--- src/rtl/rxq_pkg.sv ---
package rxq_pkg;

    localparam int SLOTS   = 3;
    localparam int IDX_W   = 2;
    localparam int CNT_W   = 2;

    typedef logic [IDX_W-1:0] idx_t;
    typedef logic [CNT_W-1:0] cnt_t;

    localparam cnt_t CNT_MAX = cnt_t'(SLOTS);

    // Decoded per-cycle action of the queue
    typedef struct packed {
        logic push;      // message enters a free slot
        logic pop;       // head message leaves
        logic ovr_evt;   // message arrived with no room
        logic ovw;       // overrun replaces the newest slot
        logic full_set;  // count reaches the maximum
    } rxq_ctl_t;

    function automatic idx_t idx_next(input idx_t i);
        return (i == idx_t'(SLOTS - 1)) ? '0 : i + idx_t'(1);
    endfunction

    function automatic idx_t idx_prev(input idx_t i);
        return (i == '0) ? idx_t'(SLOTS - 1) : i - idx_t'(1);
    endfunction

endpackage

--- src/rtl/rxq_ctrl.sv ---
module rxq_ctrl
    import rxq_pkg::*;
(
    input  logic     clk,
    input  logic     rst,
    input  logic     store_vld,
    input  logic     release_req,
    input  logic     lock_en,
    output rxq_ctl_t ctl,
    output logic     wr_en,
    output idx_t     wr_idx,
    output idx_t     rd_idx,
    output cnt_t     cnt
);

    idx_t rd_q, wr_q;
    cnt_t cnt_q;
    logic is_empty, is_full;

    always_comb begin
        is_empty     = (cnt_q == '0);
        is_full      = (cnt_q == CNT_MAX);
        ctl.pop      = release_req && !is_empty;
        ctl.push     = store_vld && (!is_full || ctl.pop);
        ctl.ovr_evt  = store_vld && is_full && !ctl.pop;
        ctl.ovw      = ctl.ovr_evt && !lock_en;
        ctl.full_set = ctl.push && !ctl.pop && (cnt_q == CNT_MAX - cnt_t'(1));
        wr_en        = ctl.push || ctl.ovw;
        wr_idx       = ctl.push ? wr_q : idx_prev(wr_q);
    end

    always_ff @(posedge clk) begin
        if (rst) begin
            rd_q  <= '0;
            wr_q  <= '0;
            cnt_q <= '0;
        end else begin
            if (ctl.pop)  rd_q <= idx_next(rd_q);
            if (ctl.push) wr_q <= idx_next(wr_q);
            if (ctl.push && !ctl.pop)
                cnt_q <= cnt_q + cnt_t'(1);
            else if (ctl.pop && !ctl.push)
                cnt_q <= cnt_q - cnt_t'(1);
        end
    end

    assign rd_idx = rd_q;
    assign cnt    = cnt_q;

endmodule

--- src/rtl/rxq_slots.sv ---
module rxq_slots
    import rxq_pkg::*;
#(
    parameter int MSG_W = 32
) (
    input  logic             clk,
    input  logic             rst,
    input  logic             wr_en,
    input  idx_t             wr_idx,
    input  logic [MSG_W-1:0] wr_data,
    input  idx_t             rd_idx,
    input  logic             rd_valid,
    output logic [MSG_W-1:0] rd_data
);

    logic [MSG_W-1:0] slot_q [SLOTS];

    for (genvar g = 0; g < SLOTS; g++) begin : g_slot
        always_ff @(posedge clk) begin
            if (rst)
                slot_q[g] <= '0;
            else if (wr_en && (wr_idx == idx_t'(g)))
                slot_q[g] <= wr_data;
        end
    end

    always_comb begin
        rd_data = '0;
        for (int i = 0; i < SLOTS; i++) begin
            if (rd_valid && (rd_idx == idx_t'(i)))
                rd_data = slot_q[i];
        end
    end

endmodule

--- src/rtl/rxq_flags.sv ---
module rxq_flags
    import rxq_pkg::*;
(
    input  logic     clk,
    input  logic     rst,
    input  rxq_ctl_t ctl,
    input  cnt_t     cnt,
    input  logic     clr_full,
    input  logic     clr_ovr,
    input  logic     ie_pend,
    input  logic     ie_full,
    input  logic     ie_ovr,
    output logic     full_flag,
    output logic     ovr_flag,
    output logic     irq_pend,
    output logic     irq_full,
    output logic     irq_ovr
);

    logic full_q, ovr_q;

    always_ff @(posedge clk) begin
        if (rst) begin
            full_q <= 1'b0;
            ovr_q  <= 1'b0;
        end else begin
            if (ctl.full_set)
                full_q <= 1'b1;
            else if (clr_full || (ctl.pop && !ctl.push))
                full_q <= 1'b0;

            if (ctl.ovr_evt)
                ovr_q <= 1'b1;
            else if (clr_ovr)
                ovr_q <= 1'b0;
        end
    end

    assign full_flag = full_q;
    assign ovr_flag  = ovr_q;
    assign irq_pend  = ie_pend && (cnt != '0);
    assign irq_full  = ie_full && full_q;
    assign irq_ovr   = ie_ovr && ovr_q;

endmodule

--- src/rtl/rx_msg_fifo3.sv ---
module rx_msg_fifo3
    import rxq_pkg::*;
#(
    parameter int MSG_W = 32
) (
    input  logic             clk,
    input  logic             rst,
    input  logic             store_vld,
    input  logic [MSG_W-1:0] store_msg,
    input  logic             release_req,
    input  logic             lock_en,
    input  logic             clr_full,
    input  logic             clr_ovr,
    input  logic             ie_pend,
    input  logic             ie_full,
    input  logic             ie_ovr,
    output logic [MSG_W-1:0] head_msg,
    output logic [1:0]       pend_cnt,
    output logic             full_flag,
    output logic             ovr_flag,
    output logic             irq_pend,
    output logic             irq_full,
    output logic             irq_ovr
);

    rxq_ctl_t ctl;
    logic     wr_en;
    idx_t     wr_idx, rd_idx;
    cnt_t     cnt;

    rxq_ctrl u_ctrl (
        .clk         (clk),
        .rst         (rst),
        .store_vld   (store_vld),
        .release_req (release_req),
        .lock_en     (lock_en),
        .ctl         (ctl),
        .wr_en       (wr_en),
        .wr_idx      (wr_idx),
        .rd_idx      (rd_idx),
        .cnt         (cnt)
    );

    rxq_slots #(.MSG_W(MSG_W)) u_slots (
        .clk      (clk),
        .rst      (rst),
        .wr_en    (wr_en),
        .wr_idx   (wr_idx),
        .wr_data  (store_msg),
        .rd_idx   (rd_idx),
        .rd_valid (cnt != '0),
        .rd_data  (head_msg)
    );

    rxq_flags u_flags (
        .clk       (clk),
        .rst       (rst),
        .ctl       (ctl),
        .cnt       (cnt),
        .clr_full  (clr_full),
        .clr_ovr   (clr_ovr),
        .ie_pend   (ie_pend),
        .ie_full   (ie_full),
        .ie_ovr    (ie_ovr),
        .full_flag (full_flag),
        .ovr_flag  (ovr_flag),
        .irq_pend  (irq_pend),
        .irq_full  (irq_full),
        .irq_ovr   (irq_ovr)
    );

    assign pend_cnt = cnt;

endmodule

--- config.mk ---
export PLATFORM = sky130hd
export DESIGN_NAME = rx_msg_fifo3
export DESIGN_NICKNAME = d
export VERILOG_FILES = /design/src/rtl/rxq_pkg.sv /design/src/rtl/rxq_ctrl.sv /design/src/rtl/rxq_slots.sv /design/src/rtl/rxq_flags.sv /design/src/rtl/rx_msg_fifo3.sv
export SDC_FILE = /design/constraint.sdc
export NUM_CORES = 1
export LEC_CHECK = 0
export BUFFER_PORTS_ARGS = -buffer_cell sky130_fd_sc_hd__buf_2
export CORE_ASPECT_RATIO = 0.8
export CORE_UTILIZATION = 51
export DETAILED_ROUTE_END_ITERATION = 10
export PLACE_DENSITY_LB_ADDON = 0.15
export SKIP_CTS_REPAIR_TIMING = 1
export SYNTH_ARGS = -nofsm -noshare
export SYNTH_HDL_FRONTEND = slang
export SYNTH_HIERARCHICAL = 1
export SYNTH_SLANG_ARGS = --single-unit
--- constraint.sdc ---
create_clock -name clk -period 3.5 [get_ports clk]
set_input_delay 0.175 -clock clk [delete_from_list [all_inputs] [get_ports clk]]
set_output_delay 0.175 -clock clk [all_outputs]
set_load 0.03 [all_outputs]
==> metrics.txt, run 1 <==
initial DRC count=158; CTS tree=done; Fin Setup TNS=0 ns; Avg WL per Cell=around 16 µm; Starting Density=0.539; Hold Slack=approximately 0.15 ns; layout cells sized above 1=0.217; R2R Setup Slk=approximately 0.93 ns; maximum VDD drop=0.000277 V; First-pass DRT Iterations=4; clock buffer depth=2; Layout fillers=788; root buf cell=clkbuf_16; syn nets=between 400 and 500; RSZ-0062 raised after global routing=false; vias in the first global route=3300; largest fanout on the critical path=21; chip width=between 100 and 150 µm; initial antenna violation count=0; cts bufs inserted=9; hold-critical path depth=4; remaining antenna violation count=0; RePlAce Congestion=slightly below 0.8; # DRC=0; Buffers on Ports=80; die outline area=between 10000 and 15000 µm²; vias after detailed routing=around 3400; number of setup violations in the final report=0; final WL=9950 µm; clock latency on the worst-skew pair=0.33 ns; CP delay by family, top=simple AND/OR/NAND/NOR gates; number of nets in the layout=558; clk sink count=104; core box area=9310 µm²; first-pass GRT wire length=between 15000 and 20000 µm; Mapped Area=between 5000 and 6000 µm²; Die Ht=90.7 µm; commonest non-fill, non-tap cell in the layout=nor2_1; Clock Skew=between 0.008 and 0.009 ns; CP required=3.50 ns; Tightest Pin Transition=0.933 ns; synthesis-to-layout area growth=14.7%; Hold Startpoint=clr_ovr; Final Hold Violating Endpoints=0; most frequent cells in the layout=nor2_1 (101), edfxtp_1 (96), buf_2 (80), nand2_1 (35); CP cell instances=nand3b_1 > nand2_1 > mux2_2 > nand2b_2 > o21bai_4 > buf_4; crit path kind=register to register; CP peak stage delay=0.50 ns; placed wire-length estimate=roughly 6200 µm; Worst path slowest cell=dfxtp_1; Leakage=2.26 nW; Fmax=slightly below 400 MHz; Rows=31; GRT Residual Overflow=0; Hold Path Class=input pin to register; worst r2r path cells=6; Max H-tree Level=3; post-synthesis cell count=around 450; hold path endpoint=u_flags/ovr_flag; critical path launch point type=register; syn_area_per_cell=around 11 µm²; largest net degree at the start of global routing=41; reg2reg end=u_slots/slot_q[2][4]; Slew HR=0.378; Buf/Inv on CP=1; minimum clock period=between 2 and 3 ns; ANT cells=0; CP arrival=between 2 and 3 ns; CTS clk-pin slew, worst paths=around 0.07 ns; Final period util=0.736; max cap viols=0; post-DR vias/cell=roughly 5.3; Register Area=roughly 3000 µm²; power per cell area=658 nW/µm²; YS warnings=6; Max Transition Viols Final=0; RR Startpoint=u_ctrl/cnt[0]; Crit. End Element=register; I/O Pins=81; gr usage total=0.206; status=finished, final reports clean; multi-input logic area=between 1500 and 2000 µm²
-- stage by stage --
step                      area (µm²)  power (mW)  setup slack, ns  cells   util
final                           5760        3.79            0.926    632  0.619
after CTS                       5760        3.82            0.914    632  0.619
after global routing            5760        3.98            0.749    632  0.619
after detailed placement        5470        2.85            0.933    616  0.588
after floorplan                 5030        2.56            0.175    447      -
after global placement          5470        2.82             1.02    616  0.588
-- power breakdown --
group          leakage [nW]  internal, mW  switching (mW)
logic                  1.04         0.413           0.772
clock network         0.142         0.556           0.422
registers              1.08          1.51           0.114
-- flip-flops by register name, indices dropped and copies added, names as in the netlist --
register,count
u_slots/slot_q,96
u_ctrl/wr_q,2
u_flags/ovr_flag,1
u_ctrl/cnt,2
u_flags/full_flag,1
u_ctrl/rd_idx,2
-- how the worst max path moves through the flow --
stage | depth (start not counted) | start | end
4_1_cts | 6 | u_ctrl/cnt[0] | u_slots/slot_q[2][4]
5_1_grt | 6 | u_ctrl/cnt[0] | u_slots/slot_q[2][6]
3_5_place_dp | 6 | u_ctrl/cnt[0] | u_slots/slot_q[2][3]
3_3_place_gp | 6 | u_ctrl/cnt[0] | u_slots/slot_q[0][9]
2_1_floorplan | 7 | u_ctrl/cnt[0] | u_slots/slot_q[1][0]
6_report | 6 | u_ctrl/cnt[0] | u_slots/slot_q[2][4]
-- worst register-to-register path, delay by kind of cell, from the launching register on --
| kind | cells | cell delay [ns] |
|---|---|---|
| simple gates | 3 | 0.57 |
| mux | 1 | 0.39 |
| buf+inv | 1 | 0.41 |
| compound gates | 1 | 0.36 |
| flops | 1 | 0.50 |
-- metal layers --
metal | part of all wire | track usage
met5 | 0 | 0
met4 | 0.0060 | 0.0406
met3 | 0.039 | 0.0423
met2 | 0.48 | 0.347
met1 | 0.48 | 0.279
-- cell type report --
| cell class | instances | share of cell area |
|---|---|---|
| multi-input cells | 301 | 0.306 |
| repair buffers | 88 | 0.0843 |
| clock inverters | 5 | 0.00978 |
| clock buffers | 11 | 0.0404 |
| inverters | 8 | 0.00522 |
| well taps | 115 | 0.0250 |
| flip-flops and latches | 104 | 0.529 |
Power figures use the tool's default switching activity.
==> run 2: changes to the inputs <==
--- a/config.mk
+++ b/config.mk
@@ -7,7 +7,7 @@
 export LEC_CHECK = 0
 export BUFFER_PORTS_ARGS = -buffer_cell sky130_fd_sc_hd__buf_2
 export CORE_ASPECT_RATIO = 0.8
-export CORE_UTILIZATION = 51
+export CORE_UTILIZATION = 55
 export DETAILED_ROUTE_END_ITERATION = 10
 export PLACE_DENSITY_LB_ADDON = 0.15
 export SKIP_CTS_REPAIR_TIMING = 1
==> constraint.sdc (replaced) <==
create_clock -name clk -period 2.56 [get_ports clk]
set_input_delay 0.128 -clock clk [delete_from_list [all_inputs] [get_ports clk]]
set_output_delay 0.128 -clock clk [all_outputs]
set_load 0.03 [all_outputs]
==> metrics.txt, run 2 (synthesis results as in run 1) <==
Flop pwr share=0.410; Fin Setup TNS=0 ns; Crit. End Element=register; initial antenna violation count=0; number of setup violations in the final report=0; Worst path slowest cell=dfxtp_2; clock latency on the worst-skew pair=between 0.3 and 0.4 ns; CP delay by family, top=simple AND/OR/NAND/NOR gates; final WL=between 9000 and 10000 µm; initial DRC count=approximately 140; internal power=between 3 and 4 mW; number of nets in the layout=roughly 570; cts bufs inserted=9; critical path launch point type=register; status=finished, final reports clean; largest fanout on the critical path=17; RePlAce Congestion=0.790; gr usage total=0.225; most frequent cells in the layout=nor2_1 (101), edfxtp_1 (96), buf_2 (80), nand2_1 (35); Slew HR=0.644; GRT Residual Overflow=0; largest net degree at the start of global routing=43; M2 GR Usage=0.395; minimum clock period=roughly 2.2 ns; NetSw=1.78 mW; post-DR vias/cell=5.32; chip width=roughly 110 µm; maximum VDD drop=between 0.0004 and 0.0005 V; power per cell area=approximately 910 nW/µm²; Switching Share=0.337; vias after detailed routing=between 3000 and 4000; Avg WL per Cell=about 16 µm; Setup Slack @ Placement=approximately 0.38 ns; Rows=30; max FFs per register=96; Buf/Inv on CP=1; clock buffer depth=2; Max Transition Viols Final=0; CP cell instances=nand3b_1 > nand2_1 > mux2_2 > or2_1 > o21bai_4 > buf_4; layout cells sized above 1=0.234; synthesis-to-layout area growth=15.9%; First-pass DRT Iterations=4; I/O Pins=81; crit path kind=register to register; Max H-tree Level=3; finished layout cell area=approximately 5800 µm²; core box area=between 8000 and 9000 µm²; Tightest Pin Transition=approximately 0.53 ns; Clock Skew=just under 0.01 ns; vias in the first global route=roughly 3300; commonest non-fill, non-tap cell in the layout=nor2_1; remaining antenna violation count=0; Fmax=455 MHz; CP arrival=approximately 2.2 ns; Top reg by flops=u_slots/slot_q; ANT cells=0; Final Hold Violating Endpoints=0; fin worst setup slack=0.363 ns; root buf cell=clkbuf_16; die outline area=~9500 µm²; Starting Density=0.579; RSZ-0062 raised after global routing=false; Leakage=2.29 nW; CP required=2.57 ns; Final period util=0.858; clk sink count=104; GR Layer Usage met1=0.281; placed wire-length estimate=roughly 6200 µm; max cap viols=0; CTS tree=done; clock network fraction of design power=0.267; first-pass GRT wire length=around 16000 µm; CP peak stage delay=between 0.4 and 0.5 ns; Buffers on Ports=80; # DRC=0; Die Ht=slightly below 90 µm; Layout fillers=roughly 700; CTS clk-pin slew, worst paths=about 0.070 ns; met3 usage=0.0531; Logic pwr share=0.323; gr busiest metal=met2; Post-DP Area=approximately 5500 µm²; Hold Path Class=input pin to register
-- run 2: cell count changes in the layout (fill, tap and decap cells not counted), sizes merged --
| cell | before | now |
|---|---|---|
| bufinv | 1 | 2 |
| clkbuf | 11 | 9 |
| clkinv | 3 | 1 |
| buf | 88 | 95 |
| clkinvlp | 0 | 2 |
| inv | 9 | 8 |
-- run 2: routing by layer --
layer,share of wire,up-vias
li1,-,1680
met5,0,-
met3,0.070,6
met2,0.50,123
met4,0.0053,0
met1,0.43,1565
-- run 2: area by class of cell --
class / count / area [µm²] / area share
Sequential cell: 104 / 3050 / 0.524
Multi-Input combinational cell: 301 / 1760 / 0.303
Inverter: 8 / 30.0 / 0.00516
Timing Repair Buffer: 95 / 526 / 0.0903
Clock inverter: 5 / 83.8 / 0.0144
Clock buffer: 9 / 225 / 0.0387
Tap cell: 112 / 140 / 0.0241
-- run 2: worst min-delay path: stages --
cell and delay (ns):
buf_2 0.09, inv_1 0.04, a21oi_1 0.06, nor2_1 0.08
-- run 2: power by group through the flow --
stage          logic [mW]  registers [mW]  clock network [mW]
3_5_place_dp         1.72            2.21                   0
6_report             1.71            2.17                1.41
4_1_cts              1.73            2.17                1.44
2_1_floorplan        1.31            2.20                   0
5_1_grt              1.86            2.19                1.50
3_3_place_gp         1.70            2.19                   0
-- run 2: stage by stage --
| step | std cells | util | total power, mW | hold slack (ns) |
|---|---|---|---|---|
| final | 634 | 0.671 | 5.29 | 0.0984 |
| after CTS | 634 | 0.671 | 5.34 | 0.0865 |
| after floorplan | 447 | - | 3.51 | 0.190 |
| after detailed placement | 620 | 0.635 | 3.93 | 0.435 |
| after global placement | 620 | 0.635 | 3.89 | 0.420 |
| after global routing | 634 | 0.671 | 5.56 | 0.126 |
-- run 2: final timing paths --
path | start | endpoint | slack, ns | depth (start not counted)
max | u_ctrl/cnt[0] | u_slots/slot_q[0][1] | 0.36 | 6
max reg2reg | u_ctrl/cnt[0] | u_slots/slot_q[0][1] | 0.36 | 6
min | clr_ovr | u_flags/ovr_flag | 0.1 | 4
min reg2reg | u_flags/ovr_flag | u_flags/ovr_flag | 0.51 | 2
